File: src/rtl/pgreg_pkg.sv
package pgreg_pkg;

    typedef enum logic [3:0] {
        ST_IDLE,
        ST_ADDR,
        ST_ADDR_ACK,
        ST_SUB,
        ST_SUB_ACK,
        ST_WDATA,
        ST_WDATA_ACK,
        ST_RDATA,
        ST_RACK
    } tgt_state_t;

    localparam logic [4:0] TGT_ADDR_HI = 5'b11100;
    localparam logic [7:0] PAGE_SUB    = 8'hFF;
    localparam logic [7:0] LAST_SUB    = 8'hFE;

    function automatic logic [7:0] next_sub(input logic [7:0] s);
        if (s == LAST_SUB || s == PAGE_SUB) return 8'h00;
        return s + 8'h01;
    endfunction

endpackage

File: src/rtl/pgreg_line_sync.sv
module pgreg_line_sync #(
    parameter int   STAGES  = 2,
    parameter logic RST_VAL = 1'b1
) (
    input  logic clk,
    input  logic rst_n,
    input  logic din,
    output logic dout
);
    logic [STAGES-1:0] chain_q;

    generate
        for (genvar g = 0; g < STAGES; g++) begin : g_stage
            always_ff @(posedge clk or negedge rst_n) begin
                if (!rst_n) chain_q[g] <= RST_VAL;
                else if (g == 0) chain_q[g] <= din;
                else chain_q[g] <= chain_q[(g == 0) ? 0 : g-1];
            end
        end
    endgenerate

    assign dout = chain_q[STAGES-1];
endmodule

File: src/rtl/pgreg_cond_det.sv
module pgreg_cond_det (
    input  logic clk,
    input  logic rst_n,
    input  logic scl_s,
    input  logic sda_s,
    output logic scl_rise,
    output logic scl_fall,
    output logic start_det,
    output logic stop_det
);
    logic scl_p, sda_p;

    always_ff @(posedge clk or negedge rst_n) begin
        if (!rst_n) begin
            scl_p <= 1'b1;
            sda_p <= 1'b1;
        end else begin
            scl_p <= scl_s;
            sda_p <= sda_s;
        end
    end

    assign scl_rise  = scl_s & ~scl_p;
    assign scl_fall  = ~scl_s & scl_p;
    assign start_det = scl_s & scl_p & sda_p & ~sda_s;
    assign stop_det  = scl_s & scl_p & ~sda_p & sda_s;
endmodule

File: src/rtl/pgreg_page_map.sv
module pgreg_page_map #(
    parameter int                         NUM_PAGES = 7,
    parameter logic [NUM_PAGES*8-1:0]     PAGE_LIST = {8'h12, 8'h11, 8'h10, 8'h09, 8'h02, 8'h01, 8'h00}
) (
    input  logic [7:0] page,
    output logic       page_ok
);
    logic [NUM_PAGES-1:0] hit;

    generate
        for (genvar g = 0; g < NUM_PAGES; g++) begin : g_pg
            assign hit[g] = (page == PAGE_LIST[g*8 +: 8]);
        end
    endgenerate

    assign page_ok = |hit;
endmodule

File: src/rtl/pgreg_i2c_target.sv
module pgreg_i2c_target
    import pgreg_pkg::*;
#(
    parameter int                     SYNC_STAGES = 2,
    parameter int                     NUM_PAGES   = 7,
    parameter logic [NUM_PAGES*8-1:0] PAGE_LIST   = {8'h12, 8'h11, 8'h10, 8'h09, 8'h02, 8'h01, 8'h00}
) (
    input  logic       clk,
    input  logic       rst_n,
    input  logic       scl_i,
    input  logic       sda_i,
    output logic       sda_oe,
    input  logic [1:0] strap_i,
    output logic [7:0] reg_page,
    output logic [7:0] reg_offset,
    output logic [7:0] reg_wdata,
    output logic       reg_wr,
    input  logic [7:0] reg_rdata,
    input  logic       reg_readable
);
    localparam int BITS_PER_BYTE = 8;
    localparam int CNT_W         = $clog2(BITS_PER_BYTE + 1);

    logic scl_s, sda_s;
    logic scl_rise, scl_fall, start_det, stop_det;
    logic page_ok;

    tgt_state_t       state_q, state_d;
    logic [7:0]       shreg, sub_q, page_q, rd_val;
    logic [CNT_W-1:0] cnt;
    logic             rw_q, nack_q, wr_q;
    logic             byte_done, addr_hit;

    pgreg_line_sync #(.STAGES(SYNC_STAGES), .RST_VAL(1'b1)) u_scl_sync (
        .clk(clk), .rst_n(rst_n), .din(scl_i), .dout(scl_s));
    pgreg_line_sync #(.STAGES(SYNC_STAGES), .RST_VAL(1'b1)) u_sda_sync (
        .clk(clk), .rst_n(rst_n), .din(sda_i), .dout(sda_s));

    pgreg_cond_det u_cond (
        .clk(clk), .rst_n(rst_n), .scl_s(scl_s), .sda_s(sda_s),
        .scl_rise(scl_rise), .scl_fall(scl_fall),
        .start_det(start_det), .stop_det(stop_det));

    pgreg_page_map #(.NUM_PAGES(NUM_PAGES), .PAGE_LIST(PAGE_LIST)) u_map (
        .page(page_q), .page_ok(page_ok));

    assign byte_done = (cnt == CNT_W'(BITS_PER_BYTE));
    assign addr_hit  = (shreg[7:1] == {TGT_ADDR_HI, strap_i});
    assign rd_val    = (sub_q == PAGE_SUB)          ? page_q    :
                       (page_ok && reg_readable)    ? reg_rdata : 8'h00;

    // next-state logic
    always_comb begin
        state_d = state_q;
        if (stop_det) begin
            state_d = ST_IDLE;
        end else if (start_det) begin
            state_d = ST_ADDR;
        end else begin
            unique case (state_q)
                ST_IDLE:      state_d = ST_IDLE;
                ST_ADDR:      if (scl_fall && byte_done) state_d = addr_hit ? ST_ADDR_ACK : ST_IDLE;
                ST_ADDR_ACK:  if (scl_fall) state_d = rw_q ? ST_RDATA : ST_SUB;
                ST_SUB:       if (scl_fall && byte_done) state_d = ST_SUB_ACK;
                ST_SUB_ACK:   if (scl_fall) state_d = ST_WDATA;
                ST_WDATA:     if (scl_fall && byte_done) state_d = ST_WDATA_ACK;
                ST_WDATA_ACK: if (scl_fall) state_d = ST_WDATA;
                ST_RDATA:     if (scl_fall && byte_done) state_d = ST_RACK;
                ST_RACK:      if (scl_fall) state_d = nack_q ? ST_IDLE : ST_RDATA;
                default:      state_d = ST_IDLE;
            endcase
        end
    end

    // state register
    always_ff @(posedge clk or negedge rst_n) begin
        if (!rst_n) state_q <= ST_IDLE;
        else        state_q <= state_d;
    end

    // datapath: shifter, bit count, subaddress, page register, strobe
    always_ff @(posedge clk or negedge rst_n) begin
        if (!rst_n) begin
            shreg  <= 8'h00;
            cnt    <= '0;
            sub_q  <= 8'h00;
            page_q <= 8'h00;
            rw_q   <= 1'b0;
            nack_q <= 1'b0;
            wr_q   <= 1'b0;
        end else begin
            wr_q <= 1'b0;
            if (start_det || stop_det) begin
                cnt <= '0;
            end else begin
                case (state_q)
                    ST_ADDR, ST_SUB, ST_WDATA: begin
                        if (scl_rise) begin
                            shreg <= {shreg[6:0], sda_s};
                            cnt   <= cnt + 1'b1;
                        end else if (scl_fall && byte_done) begin
                            cnt <= '0;
                            if (state_q == ST_ADDR)     rw_q   <= shreg[0];
                            else if (state_q == ST_SUB) sub_q  <= shreg;
                            else if (sub_q == PAGE_SUB) page_q <= shreg;
                            else                        wr_q   <= page_ok;
                        end
                    end
                    ST_ADDR_ACK: begin
                        if (scl_fall && rw_q) begin
                            shreg <= rd_val;
                            cnt   <= '0;
                        end
                    end
                    ST_WDATA_ACK: begin
                        if (scl_fall) sub_q <= next_sub(sub_q);
                    end
                    ST_RDATA: begin
                        if (scl_rise) begin
                            cnt <= cnt + 1'b1;
                        end else if (scl_fall) begin
                            if (byte_done) begin
                                cnt   <= '0;
                                sub_q <= next_sub(sub_q);
                            end else begin
                                shreg <= {shreg[6:0], 1'b0};
                            end
                        end
                    end
                    ST_RACK: begin
                        if (scl_rise) nack_q <= sda_s;
                        else if (scl_fall && !nack_q) shreg <= rd_val;
                    end
                    default: ;
                endcase
            end
        end
    end

    // outputs
    always_comb begin
        unique case (state_q)
            ST_ADDR_ACK, ST_SUB_ACK, ST_WDATA_ACK: sda_oe = 1'b1;
            ST_RDATA:                              sda_oe = ~shreg[7];
            default:                               sda_oe = 1'b0;
        endcase
    end

    assign reg_page   = page_q;
    assign reg_offset = sub_q;
    assign reg_wdata  = shreg;
    assign reg_wr     = wr_q;


    sda_low_only_chk: assert property (@(posedge clk) disable iff (!rst_n)
        $rose(sda_oe) |-> !scl_s);


    wr_single_pulse_chk: assert property (@(posedge clk) disable iff (!rst_n)
        reg_wr |=> !reg_wr);


    wr_valid_page_chk: assert property (@(posedge clk) disable iff (!rst_n)
        reg_wr |-> page_ok);


    page_hold_chk: assert property (@(posedge clk) disable iff (!rst_n)
        (page_q != $past(page_q)) |-> ($past(sub_q) == PAGE_SUB));


    start_release_chk: assert property (@(posedge clk) disable iff (!rst_n)
        start_det |=> (state_q == ST_ADDR && !sda_oe));

endmodule

File: config.mk
export PLATFORM = sky130hd
export DESIGN_NAME = pgreg_i2c_target
export DESIGN_NICKNAME = d
export VERILOG_FILES = /design/src/rtl/pgreg_pkg.sv /design/src/rtl/pgreg_line_sync.sv /design/src/rtl/pgreg_cond_det.sv /design/src/rtl/pgreg_page_map.sv /design/src/rtl/pgreg_i2c_target.sv
export SDC_FILE = /design/constraint.sdc
export NUM_CORES = 1
export LEC_CHECK = 0
export ABC_AREA = 1
export BUFFER_PORTS_ARGS = -buffer_cell sky130_fd_sc_hd__buf_2
export CAP_MARGIN = 20
export CORE_MARGIN = 1.5
export CORE_UTILIZATION = 40
export DETAILED_ROUTE_END_ITERATION = 8
export SETUP_SLACK_MARGIN = 0.02
export SYNTH_ARGS = -nofsm -noshare
export SYNTH_HDL_FRONTEND = slang
export SYNTH_SLANG_ARGS = --single-unit
export TNS_END_PERCENT = 30
File: constraint.sdc
create_clock -name clk -period 4.3 [get_ports clk]
set_input_delay 0.86 -clock clk [delete_from_list [all_inputs] [get_ports clk]]
set_output_delay 0.86 -clock clk [all_outputs]
set_load 0.02 [all_outputs]
==> flow_metrics.env, run 1 <==
export IMPL_fillers=635
export IMPL_netlist_area_mm2=0.002628
export IMPL_cts_path_max_buffers=2
export IMPL_crit_required_ns=3.44
export IMPL_numCtsBuffers=5
export IMPL_syn_mean_instance_area_um2=6.951
export IMPL_htreeDepth=2
export IMPL_slew_headroom_pct=39.68
export IMPL_root_buffer="clkbuf_8"
export IMPL_top_usage_layer="met2"
export IMPL_area_growth_pct=14.33
export IMPL_firstDrtPassIters=4
export IMPL_postCtsHoldBufs=0
export IMPL_slowest_stage="dfrtp_1"
export IMPL_slew_violations=0
export IMPL_grtUsageMet3_pct=3.858
export IMPL_coreArea_mm2=0.006350
export IMPL_grt_use_total_pct=19.14
export IMPL_die_area_mm2=0.007064
export IMPL_arrival_ns=1.53
export IMPL_timing_final_crit_share_pct=55.57
export IMPL_synth_distinct_cells=34
export IMPL_fin_worst_hold_slack_ns=0.3570
export IMPL_setup_worst_path_start_class="flop"
export IMPL_tns_ns=0
export IMPL_gp_congestion=0.9372
export IMPL_fmax_mhz=418.5
export IMPL_ff_latch_area_mm2=0.001033
export IMPL_path_class="flop to output port"
export IMPL_final_setup_viol_count=0
export IMPL_yosysSeqAreaShare_pct=39.33
export IMPL_grtUsageMet2_pct=30.62
export IMPL_viasPerCell=4.924
export IMPL_diodes=0
export IMPL_synth_ff_type="dfrtp_1"
export IMPL_cts_tree="yes"
export IMPL_power_mw=1.238
export IMPL_slowest_delay_ns=0.45
export IMPL_synthArstFlopShare_pct=100.0
export IMPL_tightest_slew_ns=0.9048
export IMPL_grt_pass1_wl_um=10900
export IMPL_multi_input_area_mm2=0.001379
export IMPL_use_met1_pct=25.95
export IMPL_ys_seq_elements=41
export IMPL_post_cts_resized=0
export IMPL_hpwl_um=4842
export IMPL_fp_row_count=29
export IMPL_rsz0062_at_grt="false"
export IMPL_syn_nets=400
export IMPL_die_h_um=84.05
export IMPL_cts_sinks=41
export IMPL_cp_cell_sequence="nor2_2, nand2_2, nand2_1, o21bai_1, buf_2"
export IMPL_io_buffers=40
export IMPL_vdd_drop_max_v=0.0002347
export IMPL_wire_per_inst_um=12.81
export IMPL_vias=2457
export IMPL_crit_path_max_fanout=7
export IMPL_clk_latency_ns=0.30
export IMPL_cts_reportedPaths_clkPinSlew_ns=0.07
export IMPL_outcome="completed"
export IMPL_fp_dieW_um=84.05
export IMPL_grt_pass1_vias=2365
export IMPL_antenna_left=0
export IMPL_num_io_pins=41
export IMPL_fin_crit_ns=2.390
export IMPL_final_common_cell="nand2_1"
export IMPL_layout_nets=443
export IMPL_synthCells=378
export IMPL_final_cell_mix="nand2_1 (150), inv_1 (45), buf_2 (40), dfrtp_1 (35), nor2_1 (28)"
export IMPL_drv_cap=0
export IMPL_post_cts_setup_buffer_count=0
export IMPL_fin_skew_ns=0.008691
export IMPL_drt_iter0_drc=118
export IMPL_start_util_pct=41.38
export IMPL_routed_wl_um=6391
export IMPL_end_kind="output port"
export IMPL_power_leakage_nw=1.696
export IMPL_drive_gt1_share_pct=19.67
export IMPL_hold_viol=0
export IMPL_grt_overflow=0
export IMPL_yosysWarningCount=0
export IMPL_grt_max_degree=42
export IMPL_grt_antenna_before_repair=0
export IMPL_drc=0
export IMPL_synth_edf_count=0
export IMPL_hold_class="flop to flop"
export IMPL_powerDensity_mw_per_mm2=412.0
==> cell type report <==
class	count	area share (%)
clock buffers	7	3.207
clock inverters	1	0.1666
inverters	51	6.456
multi-input cells	282	45.90
flip-flops and latches	41	34.40
well taps	77	3.207
repair buffers	40	6.664
==> routing by layer <==
| metal | wire length [um] | vias to the layer above |
|---|---|---|
| met2 | 2864 | 57 |
| met3 | 265 | 7 |
| met1 | 3171 | 1120 |
| li1 | - | 1273 |
| met4 | 89 | 0 |
| met5 | 0 | - |
==> cells in the mapped netlist, drive strengths merged, types with 3 or more instances <==
cell,count,area (um^2)
xnor2,3,26.28
buf,3,17.52
nor3,6,30.03
o22ai,5,31.28
nand4,3,25.02
o21ai,24,153.9
dfrtp,35,875.8
dfstp,6,157.7
nand2,156,605.6
nor2,32,140.1
a21oi,3,15.01
nand3,30,165.2
nand3b,4,30.03
inv,51,193.9
o21bai,3,22.52
ha,7,87.58
==> power by group <==
part	switching [mW]	leakage, nW	internal (mW)
clock	0.138	0.0542	0.145
sequential	0.0921	0.528	0.456
combinational	0.263	1.11	0.143
==> metrics by stage <==
stage                     worst slack (ns)  utilization (%)  area [um^2]  cells
after floorplan                      2.390                -         2628    378
after global placement               2.220            45.71         2903    491
after detailed placement             2.087            45.71         2903    491
after CTS                            1.900            47.31         3004    499
after global routing                 1.797            47.31         3004    499
final                                1.910            47.31         3004    499
==> state kept, by name, summed over array words and instances, names as in the netlist <==
signal / cells
u_sda_sync.chain_q: 1
reg_page: 8
u_cond.sda_p: 1
reg_wr: 1
state_q: 4
reg_offset: 8
rw_q: 1
nack_q: 1
reg_wdata: 8
u_scl_sync.chain_q: 1
cnt: 4
u_scl_sync.dout: 1
u_sda_sync.dout: 1
u_cond.scl_p: 1
==> worst max-delay path: cells and delay by family, from the launching register on <==
kind | cells | cell delay, ns
flops | 1 | 0.45
buf+inv | 1 | 0.18
simple gates | 3 | 0.48
compound gates | 1 | 0.11
==> kinds of logic (layout without fill, tap and decap cells) <==
family | count (synthesis) | count (layout) | share of synthesized area, %
compound gates | 39 | 39 | 9.667
xor+xnor | 4 | 4 | 1.334
fa+ha+maj | 7 | 7 | 3.333
buf+inv | 55 | 99 | 8.191
flops | 41 | 41 | 39.33
simple gates | 232 | 232 | 38.14
==> worst paths after layout <==
check | to | slack, ns | startpoint | cells after the start
max | sda_oe | 1.91 | state_q[3]$_DFFE_PN0P_ | 5
min | u_sda_sync.dout$_DFF_PN1_ | 0.36 | u_sda_sync.chain_q[0]$_DFF_PN1_ | 0
max reg2reg | reg_page[5]$_DFFE_PN0P_ | 2.04 | reg_offset[1]$_DFFE_PN0P_ | 8
min reg2reg | u_sda_sync.dout$_DFF_PN1_ | 0.36 | u_sda_sync.chain_q[0]$_DFF_PN1_ | 0
max in group asynchronous | state_q[2]$_DFFE_PN0P_ | 3.05 | rst_n | 1
min in group asynchronous | reg_offset[2]$_DFFE_PN0P_ | 0.69 | rst_n | 1
Power figures use the tool's default switching activity.
==> run 2: changes to the inputs <==
- clock period: 4.3 -> 2.04 ns (I/O delays scaled with it)
==> run 2 against run 1 <==
- first-iteration DRC count increased by 53%
- critical path depth is the same
- combinational power up 110%
- clock power increased by 130%
- hold slack lost 0.21 ns
- sequential cell count stayed put
- routed wire length is 1.8% higher
- via count increased by 0.85%
- register-to-register slack got worse by 1.8 ns
- largest power group unchanged
==> flow_metrics.env, run 2 (synthesis results as in run 1) <==
export IMPL_outcome="completed"
export IMPL_gp_congestion=0.9622
export IMPL_final_common_cell="nand2_1"
export IMPL_wire_per_inst_um=12.94
export IMPL_crit_path_max_fanout=6
export IMPL_die_h_um=84.05
export IMPL_final_cell_mix="nand2_1 (150), inv_1 (45), buf_2 (40), dfrtp_1 (35), nor2_1 (28)"
export IMPL_viasPerCell=4.926
export IMPL_worst_slack_ns=0.1025
export IMPL_fp_row_count=29
export IMPL_hold_class="primary input to async pin"
export IMPL_timing_final_crit_share_pct=94.97
export IMPL_cts_tree="yes"
export IMPL_fin_crit_ns=1.937
export IMPL_rsz0062_at_grt="false"
export IMPL_tightest_slew_ns=0.5233
export IMPL_power_mw=2.672
export IMPL_drv_cap=0
export IMPL_grt_max_degree=42
export IMPL_post_place_ws_ns=0.2028
export IMPL_firstDrtPassIters=5
export IMPL_grt_pass1_vias=2234
export IMPL_start_util_pct=41.38
export IMPL_dpl_cell_area_mm2=0.002925
export IMPL_hpwl_um=5020
export IMPL_root_buffer="clkbuf_8"
export IMPL_end_kind="output port"
export IMPL_io_buffers=40
export IMPL_area_growth_pct=15.90
export IMPL_routed_wl_um=6509
export IMPL_slew_violations=0
export IMPL_drt_iter0_drc=180
export IMPL_vias=2478
export IMPL_clk_latency_ns=0.31
export IMPL_drc=0
export IMPL_cts_sinks=41
export IMPL_final_setup_viol_count=0
export IMPL_tns_ns=0
export IMPL_vdd_drop_max_v=0.0004316
export IMPL_crit_required_ns=1.63
export IMPL_cts_path_max_buffers=2
export IMPL_grt_overflow=0
export IMPL_diodes=0
export IMPL_htreeDepth=2
export IMPL_slew_headroom_pct=65.12
export IMPL_fp_dieW_um=84.05
export IMPL_numCtsBuffers=5
export IMPL_powerDensity_mw_per_mm2=877.5
export IMPL_finish_instance_area_mm2=0.003045
export IMPL_fin_util_pct=47.96
export IMPL_drive_gt1_share_pct=20.19
export IMPL_fmax_mhz=516.1
export IMPL_grt_antenna_before_repair=0
export IMPL_power_leakage_nw=1.716
export IMPL_grt_use_total_pct=19.10
export IMPL_num_io_pins=41
export IMPL_layout_nets=447
export IMPL_die_area_mm2=0.007064
export IMPL_fin_skew_ns=0.01386
export IMPL_setup_worst_path_start_class="flop"
export IMPL_cts_reportedPaths_clkPinSlew_ns=0.08
export IMPL_antenna_left=0
export IMPL_path_class="flop to output port"
export IMPL_coreArea_mm2=0.006350
export IMPL_arrival_ns=1.53
export IMPL_grt_pass1_wl_um=10660
export IMPL_hold_viol=0
[run 2: critical path, stage by stage, from the launching register on]
cell and delay, ns:
dfrtp_1 0.47, nor2_4 0.19, nand2_1 0.15, nand2_1 0.12
o21bai_1 0.11, buf_2 0.18
[run 2: metal layers]
metal	wire length, um	part of all wire [%]	up-vias	global-route usage [%]
met1	3251	50	1128	28.11
met2	2890	44	62	28.73
li1	-	-	1282	-
met3	286	4.4	6	2.473
met4	80	1.2	0	6.706
met5	0	0	-	0
[run 2: worst paths after layout]
check,slack (ns),depth (start not counted),to,startpoint
max in group asynchronous,1.51,2,u_scl_sync.dout$_DFF_PN1_,rst_n
worst max register to register,0.20,9,reg_offset[0]$_DFFE_PN0P_,u_cond.scl_p$_DFF_PN1_
worst max-delay path,0.10,5,sda_oe,state_q[3]$_DFFE_PN0P_
min in group clk,0.20,1,u_sda_sync.chain_q[0]$_DFF_PN1_,sda_i
worst min-delay path,0.15,2,reg_offset[3]$_DFFE_PN0P_,rst_n
worst min register to register,0.36,0,u_scl_sync.dout$_DFF_PN1_,u_scl_sync.chain_q[0]$_DFF_PN1_
[run 2: what timing repair did]
| item | 4_1_cts | 5_1_grt |
|---|---|---|
| setup buffers | 0 | 1 |
| setup endpoints to repair | 0 | 1 |
| resized for setup | 0 | 1 |
| hold buffers | 0 | 0 |
[run 2: power breakdown]
group	switching, mW	internal, mW
combinational	0.560	0.304
sequential	0.184	0.962
clock	0.299	0.363
[run 2: cell type report]
class,count,area [um^2]
sequential,41,1033
multi-input combinational,282,1384
fill,669,3304
inverter,51,193.9
clock inverter,2,35.03
tap,77,96.34
timing repair buffer,44,230.2
clock buffer,6,72.57
[run 2: stage by stage]
step | cells | hold slack [ns]
after floorplan | 378 | 0.1124
after global placement | 494 | 0.3461
after detailed placement | 494 | 0.3475
after CTS | 502 | 0.1730
after global routing | 503 | 0.1951
final | 503 | 0.1476
